===== src/rtl/rtc_irq_pkg.sv =====
package rtc_irq_pkg;

    // Field order is fixed: software decodes these bit positions.
    typedef struct packed {
        logic te;
        logic swap;
        logic intb_pol;
        logic pulse_mode;
        logic wd_mask;
        logic tod_mask;
        logic wd_flag;
        logic tod_flag;
    } ctl_reg_t;

    typedef enum logic [1:0] {
        PIN_IDLE,
        PIN_LEVEL,
        PIN_PULSE,
        PIN_HOLD
    } pin_state_e;

    localparam int NUM_PINS = 2;
    localparam int PIN_OD   = 0;
    localparam int PIN_B    = 1;

endpackage


===== src/rtl/rtc_irq_regs.sv =====
module rtc_irq_regs
    import rtc_irq_pkg::*;
#(
    parameter int ADDR_W   = 6,
    parameter int CTL_ADDR = 11,
    parameter int TOD_A0   = 3,
    parameter int TOD_A1   = 5,
    parameter int TOD_A2   = 7,
    parameter int WD_A0    = 12,
    parameter int WD_A1    = 13
) (
    input  logic              clk,
    input  logic              rst_n,
    input  logic              reg_wr,
    input  logic              reg_rd,
    input  logic [ADDR_W-1:0] reg_addr,
    input  logic [7:0]        reg_wdata,
    input  logic              tod_event,
    input  logic              wd_event,
    output ctl_reg_t          ctl,
    output logic [7:0]        reg_rdata
);

    localparam logic [ADDR_W-1:0] A_CTL = ADDR_W'(CTL_ADDR);
    localparam logic [ADDR_W-1:0] A_T0  = ADDR_W'(TOD_A0);
    localparam logic [ADDR_W-1:0] A_T1  = ADDR_W'(TOD_A1);
    localparam logic [ADDR_W-1:0] A_T2  = ADDR_W'(TOD_A2);
    localparam logic [ADDR_W-1:0] A_W0  = ADDR_W'(WD_A0);
    localparam logic [ADDR_W-1:0] A_W1  = ADDR_W'(WD_A1);

    ctl_reg_t ctl_q;
    logic     access;
    logic     tod_hit;
    logic     wd_hit;
    logic     unused_wbits;

    assign access  = reg_rd | reg_wr;
    assign tod_hit = access && (reg_addr == A_T0 || reg_addr == A_T1 || reg_addr == A_T2);
    assign wd_hit  = access && (reg_addr == A_W0 || reg_addr == A_W1);
    assign unused_wbits = ^reg_wdata[1:0];

    always_ff @(posedge clk) begin
        if (!rst_n) begin
            ctl_q <= '0;
        end else begin
            if (reg_wr && reg_addr == A_CTL) begin
                ctl_q[7:2] <= reg_wdata[7:2];
            end
            ctl_q.tod_flag <= tod_event | (ctl_q.tod_flag & ~tod_hit);
            ctl_q.wd_flag  <= wd_event  | (ctl_q.wd_flag  & ~wd_hit);
        end
    end

    assign ctl       = ctl_q;
    assign reg_rdata = (reg_addr == A_CTL) ? ctl_q : 8'h00;

    a_r5_wd_set: assert property (@(posedge clk) disable iff (!rst_n)
        wd_event |=> ctl_q.wd_flag);
    a_r5_tod_set: assert property (@(posedge clk) disable iff (!rst_n)
        tod_event |=> ctl_q.tod_flag);
    a_r6_wd_clear: assert property (@(posedge clk) disable iff (!rst_n)
        (wd_hit && !wd_event) |=> !ctl_q.wd_flag);
    a_r7_tod_clear: assert property (@(posedge clk) disable iff (!rst_n)
        (tod_hit && !tod_event) |=> !ctl_q.tod_flag);

endmodule


===== src/rtl/rtc_irq_pin.sv =====
module rtc_irq_pin
    import rtc_irq_pkg::*;
#(
    parameter int PULSE_CYC = 375000
) (
    input  logic clk,
    input  logic rst_n,
    input  logic req,
    input  logic pulse_mode,
    output logic active
);

    localparam int CNT_W = $clog2(PULSE_CYC + 1);
    localparam logic [CNT_W-1:0] CNT_LOAD = CNT_W'(PULSE_CYC - 1);

    pin_state_e       st_q, st_d;
    logic [CNT_W-1:0] cnt_q, cnt_d;

    always_ff @(posedge clk) begin
        if (!rst_n) begin
            st_q  <= PIN_IDLE;
            cnt_q <= '0;
        end else begin
            st_q  <= st_d;
            cnt_q <= cnt_d;
        end
    end

    always_comb begin
        st_d  = st_q;
        cnt_d = cnt_q;
        unique case (st_q)
            PIN_IDLE: begin
                if (req && pulse_mode) begin
                    st_d  = PIN_PULSE;
                    cnt_d = CNT_LOAD;
                end else if (req) begin
                    st_d = PIN_LEVEL;
                end
            end
            PIN_LEVEL: begin
                if (!req) st_d = PIN_IDLE;
            end
            PIN_PULSE: begin
                if (cnt_q != '0) begin
                    cnt_d = cnt_q - CNT_W'(1);
                end else begin
                    st_d = req ? PIN_HOLD : PIN_IDLE;
                end
            end
            PIN_HOLD: begin
                if (!req) st_d = PIN_IDLE;
            end
        endcase
    end

    always_comb begin
        active = (st_q == PIN_LEVEL) || (st_q == PIN_PULSE);
    end

    a_r8_level_release: assert property (@(posedge clk) disable iff (!rst_n)
        (st_q == PIN_LEVEL && !req) |=> (st_q == PIN_IDLE));
    a_r9_pulse_count: assert property (@(posedge clk) disable iff (!rst_n)
        (st_q == PIN_PULSE && cnt_q != '0) |=> (st_q == PIN_PULSE && cnt_q == $past(cnt_q) - CNT_W'(1)));
    a_r9_pulse_end: assert property (@(posedge clk) disable iff (!rst_n)
        (st_q == PIN_PULSE && cnt_q == '0) |=> (st_q != PIN_PULSE));

endmodule


===== src/rtl/rtc_irq_ctrl.sv =====
module rtc_irq_ctrl
    import rtc_irq_pkg::*;
#(
    parameter int ADDR_W    = 6,
    parameter int PULSE_CYC = 375000
) (
    input  logic              clk,
    input  logic              rst_n,
    input  logic              reg_wr,
    input  logic              reg_rd,
    input  logic [ADDR_W-1:0] reg_addr,
    input  logic [7:0]        reg_wdata,
    output logic [7:0]        reg_rdata,
    input  logic              tod_event,
    input  logic              wd_event,
    output logic              intp_drive_low,
    output logic              intb_oe,
    output logic              intb_data
);

    ctl_reg_t            ctl;
    logic                tod_req;
    logic                wd_req;
    logic [NUM_PINS-1:0] pin_req;
    logic [NUM_PINS-1:0] pin_act;

    rtc_irq_regs #(.ADDR_W(ADDR_W)) regs_i (
        .clk       (clk),
        .rst_n     (rst_n),
        .reg_wr    (reg_wr),
        .reg_rd    (reg_rd),
        .reg_addr  (reg_addr),
        .reg_wdata (reg_wdata),
        .tod_event (tod_event),
        .wd_event  (wd_event),
        .ctl       (ctl),
        .reg_rdata (reg_rdata)
    );

    assign tod_req = ctl.tod_flag & ~ctl.tod_mask;
    assign wd_req  = ctl.wd_flag  & ~ctl.wd_mask;

    assign pin_req[PIN_OD] = ctl.swap ? tod_req : wd_req;
    assign pin_req[PIN_B]  = ctl.swap ? wd_req  : tod_req;

    for (genvar p = 0; p < NUM_PINS; p++) begin : g_pin
        rtc_irq_pin #(.PULSE_CYC(PULSE_CYC)) pin_i (
            .clk        (clk),
            .rst_n      (rst_n),
            .req        (pin_req[p]),
            .pulse_mode (ctl.pulse_mode),
            .active     (pin_act[p])
        );
    end

    assign intp_drive_low = pin_act[PIN_OD];
    assign intb_oe        = pin_act[PIN_B];
    assign intb_data      = pin_act[PIN_B] & ctl.intb_pol;

    a_r10_masked_quiet: assert property (@(posedge clk) disable iff (!rst_n)
        (ctl.tod_mask && ctl.wd_mask && !ctl.pulse_mode && $past(ctl.tod_mask && ctl.wd_mask))
        |-> !(intp_drive_low || intb_oe));

endmodule


===== config.mk =====
export PLATFORM = sky130hd
export DESIGN_NAME = rtc_irq_ctrl
export DESIGN_NICKNAME = d
export VERILOG_FILES = /design/src/rtl/rtc_irq_pkg.sv /design/src/rtl/rtc_irq_regs.sv /design/src/rtl/rtc_irq_pin.sv /design/src/rtl/rtc_irq_ctrl.sv
export SDC_FILE = /design/constraint.sdc
export NUM_CORES = 1
export LEC_CHECK = 0
export ABC_AREA = 1
export ABC_CLOCK_PERIOD_IN_PS = 1900
export BUFFER_PORTS_ARGS = -buffer_cell sky130_fd_sc_hd__buf_2
export CORE_AREA = 10 10 108 110
export CTS_CLUSTER_DIAMETER = 30
export DETAILED_ROUTE_END_ITERATION = 10
export DIE_AREA = 0 0 118 120
export GPL_ROUTABILITY_DRIVEN = 0
export HOLD_SLACK_MARGIN = 0.1
export PLACE_DENSITY = 0.57
export SYNTH_ARGS = -nofsm -noshare
export SYNTH_HDL_FRONTEND = slang
export SYNTH_SLANG_ARGS = --single-unit

===== constraint.sdc =====
create_clock -name clk -period 1.9 [get_ports clk]
set_clock_uncertainty 0.15 [all_clocks]
set_input_delay 0.19 -clock clk [delete_from_list [all_inputs] [get_ports clk]]
set_output_delay 0.19 -clock clk [all_outputs]
set_load 0.005 [all_outputs]

# Word level (Yosys, flattened, before mapping)
# Index checks and enable logic that the tools add are counted.
[totals]
elab_cells = 91
in_bits = 20
output_inout_bits = 11
register_bits = 50
[op_classes]
reduce_logical = 22
add_sub_neg = 2
mux = 21
eq_ne = 22
bitwise = 12
[op_table]
columns = ["cell", "n"]
rows = [
  ["$mux W19", 4],
  ["$pmux W19 S2", 2],
  ["$reduce_bool A19 Y1", 2],
  ["$sub A19 B1 Y19 const B", 2],
  ["$mux W2", 10],
  ["$eq A6 B4 Y1 const B", 3],
  ["$eq A6 B3 Y1 const B", 2],
  ["$pmux W2 S3", 2],
  ["$reduce_and A3 Y1", 4],
  ["$eq A2 B2 Y1 const B", 4],
  ["$mux W8", 1],
  ["$ne A2 B1 Y1 const B", 4],
  ["$ne A2 B2 Y1 const B", 4],
  ["$eq A6 B2 Y1 const B", 1],
  ["$ne A3 B1 Y1 const B", 2],
  ["$and A1 B1 Y1", 5],
  ["$logic_and A1 B1 Y1", 5],
  ["$logic_or A1 B1 Y1", 5],
  ["$eq A2 B1 Y1 const B", 2],
  ["$logic_not A2 Y1", 2],
  ["$not A1 Y1", 4],
  ["$reduce_bool A2 Y1", 2],
  ["$reduce_or A2 Y1", 2],
  ["$or A1 B1 Y1", 3],
  ["$mux W1", 2],
]

# Depth between registers and ports, before layout
[depth]
ltp_word = 7
mapped_depth = 11
mapped_depth_nobuf = 11

# Hierarchy
# From an unflattened synthesis, not the netlist that was laid out.
[hier_totals]
cells_unflattened = 553
area_unflattened_um2 = 3483.3
[modules_own_cells]
columns = ["module", "cells_each", "seq_area_each_um2", "instances", "area_per_inst_um2"]
rows = [
  ["rtc_irq_pin", 233, 420.4, 2, 1497.7],
  ["rtc_irq_regs", 76, 160.2, 1, 436.7],
  ["rtc_irq_ctrl", 11, 0.0, 1, 51.3],
]

# Least setup slack after synthesis
# OpenSTA, ideal clock, no wires.
[synth_timing]
path_kind = "reg-to-reg"
startpoint = "reg g_pin[0].pin_i.cnt_q[0]"
endpoint = "reg g_pin[0].pin_i.cnt_q[0]"
stages_incl_launch_ff = 11
arrival_ns = 1.544
setup_slack_ns = 0.088
path_buffers = 2
required_ns = 1.632
setup_ns = 0.118
period_less_slack_ns = 1.812
cell_sequence = "dfxtp_1 > clkinv_1 > ha_1 > nand2_4 > nor2_8 > nand4_2 > nand2_2 > buf_6 > buf_12 > nor3_1 > nor2_1"
[synth_via]
elab_chain_cells = 3
elab_cells_between_ends = 6
classes_between = "add/sub (1); eq/ne (1); mux (2); reduce/logical (2)"
[synth_lines]
columns = ["item", "line", "text"]
rows = [
  ["start, declared", "rtc_irq_pin.sv:17", "logic [CNT_W-1:0] cnt_q, cnt_d;"],
  ["start signal, assigned", "rtc_irq_pin.sv:25", "cnt_q <= cnt_d;"],
  ["$sub A19 B1 Y19 or $reduce_bool A19 Y1 (tied branches)", "rtc_irq_pin.sv:46, rtc_irq_pin.sv:45", ""],
  ["$mux W19 or $ne A2 B1 Y1 (tied branches)", "-", ""],
  ["$pmux W19 S2 or $reduce_and A3 Y1 (tied branches)", "-", ""],
]
# Parallel ways exist; a longest one is shown, timed or not. The select of a mux whose other input is x is not followed.
# A chain may end at the register's enable or synchronous reset.

# Worst setup path after layout
[layout_timing]
startpoint = "reg g_pin[1].pin_i.cnt_q[0]"
endpoint = "reg g_pin[1].pin_i.cnt_q[3]"
[layout_via]
elab_chain_cells = 3
elab_cells_between_ends = 6
classes_between = "add/sub (1); eq/ne (1); mux (2); reduce/logical (2)"
[layout_lines]
columns = ["item", "line"]
rows = [
  ["start, declared", "rtc_irq_pin.sv:17"],
  ["start signal, assigned", "rtc_irq_pin.sv:25"],
  ["$sub A19 B1 Y19 or $reduce_bool A19 Y1 (tied branches)", "rtc_irq_pin.sv:46, rtc_irq_pin.sv:45"],
  ["$mux W19 or $ne A2 B1 Y1 (tied branches)", "-"],
  ["$pmux W19 S2 or $reduce_and A3 Y1 (tied branches)", "-"],
]
# Parallel ways exist; a longest one is shown, timed or not. The select of a mux whose other input is x is not followed.

==> run summary <==
========================================================================================
Register bit count reported by yosys                                                  50
H-Tree Level Count                                                                     2
First-pass GRT wire length                                                     14,420 um
Maximum number of pins on one net before global-route repair                          33
Antenna Diode Count                                                                    0
Internal power                                                                  3.041 mW
Syn. warnings                                                                          0
Final number of setup-violating endpoints                                              0
Number of endpoints with negative hold slack in the final report                       0
Critical path startpoint                                                    g_pin[1].pin_i.cnt_q[0]
Synthesized area                                                                3288 um2
Critical Path Fanout Max                                                               5
Avg Cell Area, Syn                                                             6.228 um2
Rel. slew slack                                                                   0.7184
Worst min-delay path class                                                     in -> reg
Cell leakage power                                                              1.794 nW
Multi-input gate area                                                           2019 um2
Highest cell delay on the worst timing path                                      0.32 ns
Overall power of the completed layout                                           5.979 mW
Worst setup path category                                                     reg -> reg
Result of the run                                                           complete, no violations
Commonest non-fill, non-tap cell in the layout                              sky130_fd_sc_hd__nand2_1
Clock slew seen by the registers of the worst setup and hold paths               0.10 ns
Hold wc startpoint                                                                reg_rd
Post-DR vias/cell                                                                  4.716
Number of antenna violations at the first check in global routing                      0
Pwr per Cell Area                                                            1527 nW/um2
Worst path top cell family by delay                                         simple AND/OR/NAND/NOR gates
Register Area                                                                   1003 um2
Total Nets Final                                                                     610
Post-synthesis to final-layout area growth                                        19.06%
Beginning of the worst register-to-register path                            g_pin[1].pin_i.cnt_q[0]
Post-DP Area                                                                    3638 um2
Portion of the clock cycle consumed by the worst path in the final layout         0.9426
Sort of element at the start of the critical path                                   flop
Max Root-Sink Buffers                                                                  2
Crit. End Element                                                                   flop
Distinct cell type count of the synthesized netlist                                   33
Most used cell, CP                                                          sky130_fd_sc_hd__nand2_1
Total clock buffers created by CTS                                                     5
Ratio of cells with drive above 1 in the final layout                             0.1842
Number of clock sinks                                                                 50
Highest clock rate                                                            0.5583 GHz
CTS root buf                                                                sky130_fd_sc_hd__clkbuf_8
Relative contribution of sequential cells to total power                           0.240
Buffers on Ports                                                                      28
Arrival time of the worst setup path                                             1.86 ns
Die Height                                                                        120 um
TritonCTS clock tree                                                                 yes
Clk_lat worst skew                                                               0.32 ns
Routed wirelength normalized by instance count                                  11.96 um
Layout Utilization                                                                0.4100
Slew at the pin closest to its max-slew limit                                  0.4224 ns
Final Max Slew Viols                                                                   0
Starting density of the core                                                      0.3443
Sw Pwr                                                                          2.939 mW
Required arrival time at the worst endpoint                                      1.97 ns
Gate count of the mapped netlist                                                     528
First-iteration detailed-routing DRC count                                           143
Sequential cell area fraction in the yosys report                                 0.3044
Syn nets                                                                             558
Ordered cell list for the critical path                                     inv_1 > ha_1 > nand2_1 > nor2_2 > nand4_1 > buf_4 > nand2_4 > o21ai_0 > nand2_1 > nor2_1
Most used cells in the layout excluding fill and tap cells                  143 x sky130_fd_sc_hd__nand2_1, 76 x sky130_fd_sc_hd__nor2_1, 56 x sky130_fd_sc_hd__inv_1
Placed wire-length estimate after detailed placement                             6045 um
Count of antenna-violating nets left after detailed routing                            0
Gr ovfl total                                                                          0
Reported max-cap violation count                                                       0
Die outline width                                                                 118 um
Share of power burned in combinational logic                                       0.653
Core Area                                                                       9549 um2
Unrepaired setup endpoints after global routing                                      yes
Maximum ir drop on the vdd rail                                                0.7020 mV
Total global routing track utilization                                            0.1179
Combined buffer and inverter count along the critical path                             2
Via Count                                                                          3,367
Area of the die                                                               14,160 um2
Critical path's slowest cell                                                sky130_fd_sc_hd__dfxtp_1
Clk pwr share                                                                      0.107
Standard-cell rows                                                                    36
Total iterations of the first detailed-routing run                                     4
Final routed wirelength across all metal layers                                  8543 um
Post-route minimum period                                                       1.791 ns
Boundary pin count                                                                    31
Total DRC errors in the routed layout                                                  0
Final instance area                                                             3915 um2
# fillers                                                                          1,063
Number of global-route vias before repair                                          3,243
Fraction of power spent switching nets                                            0.4915
========================================================================================
power groups by stage:
stage	Combinational, mW	Sequential (mW)	Clock (mW)
floorplan	2.94	1.41	0
global placement	3.64	1.45	0
detailed placement	3.69	1.45	0
CTS	3.73	1.43	0.669
global route	4.52	1.47	0.701
finish	3.90	1.44	0.641
synthesized netlist by cell type:
| cell type | n | area share |
|---|---|---|
| sky130_fd_sc_hd__buf_4 | 1 | 0.0023 |
| sky130_fd_sc_hd__a21oi_1 | 36 | 0.055 |
| sky130_fd_sc_hd__nand4_2 | 1 | 0.0038 |
| sky130_fd_sc_hd__xnor2_1 | 2 | 0.0053 |
| sky130_fd_sc_hd__nand2_1 | 144 | 0.16 |
| sky130_fd_sc_hd__nor4_1 | 2 | 0.0038 |
| sky130_fd_sc_hd__a21oi_2 | 8 | 0.021 |
| sky130_fd_sc_hd__clkbuf_1 | 6 | 0.0068 |
| sky130_fd_sc_hd__nand3b_1 | 3 | 0.0068 |
| sky130_fd_sc_hd__nor2_2 | 3 | 0.0057 |
| sky130_fd_sc_hd__nand3_1 | 46 | 0.070 |
| sky130_fd_sc_hd__xor2_1 | 3 | 0.0080 |
| sky130_fd_sc_hd__o21ai_2 | 1 | 0.0027 |
| sky130_fd_sc_hd__nand4_1 | 7 | 0.013 |
| sky130_fd_sc_hd__o41ai_1 | 1 | 0.0027 |
| sky130_fd_sc_hd__buf_1 | 2 | 0.0023 |
| sky130_fd_sc_hd__buf_6 | 3 | 0.010 |
| sky130_fd_sc_hd__nor2_8 | 1 | 0.0061 |
| sky130_fd_sc_hd__nand3_2 | 2 | 0.0061 |
| sky130_fd_sc_hd__nand2_4 | 1 | 0.0034 |
| sky130_fd_sc_hd__or2_2 | 8 | 0.015 |
| sky130_fd_sc_hd__buf_2 | 1 | 0.0015 |
| sky130_fd_sc_hd__inv_1 | 56 | 0.064 |
| sky130_fd_sc_hd__nor2_4 | 1 | 0.0034 |
| sky130_fd_sc_hd__nor3_1 | 7 | 0.011 |
| sky130_fd_sc_hd__o21ai_0 | 25 | 0.038 |
| sky130_fd_sc_hd__buf_12 | 1 | 0.0061 |
| sky130_fd_sc_hd__nand2_2 | 12 | 0.023 |
| sky130_fd_sc_hd__clkinv_1 | 1 | 0.0011 |
| sky130_fd_sc_hd__nor2_1 | 81 | 0.092 |
| sky130_fd_sc_hd__inv_2 | 2 | 0.0023 |
| sky130_fd_sc_hd__ha_1 | 10 | 0.038 |
| sky130_fd_sc_hd__dfxtp_1 | 50 | 0.30 |
per-stage QoR:
| stage | std cells | setup WS [ns] | hold slack (ns) | TNS [ns] |
|---|---|---|---|---|
| finish | 714 | 0.1090 | 0.1018 | 0 |
| global route | 714 | -0.01521 | 0.1423 | -0.02013 |
| CTS | 710 | 0.04615 | 0.1018 | 0 |
| detailed placement | 692 | 0.05777 | 0.2840 | 0 |
| global placement | 692 | 0.07648 | 0.2813 | 0 |
| floorplan | 528 | 0.08797 | 0.1740 | 0 |
routing by layer:
metal	vias up	share of wire	global-route usage
met5	-	0	0
met4	0	0.025	0.04791
met3	18	0.035	0.02016
met2	50	0.49	0.2096
met1	1515	0.45	0.1379
li1	1784	-	-
flip-flops by register name, summed over array words and instances (netlist names):
name and flops:
g_pin.pin_i.cnt_q 38, g_pin.pin_i.st_q 4, regs_i.ctl 8
final cells by class:
type | count | area share
clock buffers | 6 | 0.01854
clock inverters | 2 | 0.003516
inverters | 59 | 0.05721
multi-input cells | 407 | 0.5158
flip-flops and latches | 50 | 0.2563
well taps | 133 | 0.04251
repair buffers | 57 | 0.1061
worst reg2reg max path, stage by stage (launching register included):
cell and delay (ns):
sky130_fd_sc_hd__dfxtp_1 0.32, sky130_fd_sc_hd__inv_1 0.09, sky130_fd_sc_hd__ha_1 0.18, sky130_fd_sc_hd__nand2_1 0.10, sky130_fd_sc_hd__nor2_2 0.14, sky130_fd_sc_hd__nand4_1 0.20, sky130_fd_sc_hd__buf_4 0.22, sky130_fd_sc_hd__nand2_4 0.11
sky130_fd_sc_hd__o21ai_0 0.09, sky130_fd_sc_hd__nand2_1 0.07, sky130_fd_sc_hd__nor2_1 0.04
what timing repair did:
action | 4_1_cts | 5_1_grt
setup buffers | 0 | 2
setup endpoints to repair | 0 | 36
resized for setup | 0 | 21
hold buffers | 10 | 0
hold endpoints to repair | 13 | 0
logic make-up after synthesis:
group           count (synthesis)  synth area share
xor+xnor                        5           0.01332
compound gates                 71            0.1195
simple gates                  319            0.4281
buf+inv                        73           0.09665
fa+ha+maj                      10           0.03805
flops                          50            0.3044
worst paths after layout:
check / slack [ns] / cells past startpoint / endpoint
max: 0.11 / 10 / g_pin[1].pin_i.cnt_q[3]
min: 0.10 / 4 / regs_i.ctl[1]
max reg2reg: 0.11 / 10 / g_pin[1].pin_i.cnt_q[3]
min reg2reg: 0.31 / 2 / regs_i.ctl[7]
Power figures use the tool's default switching activity.
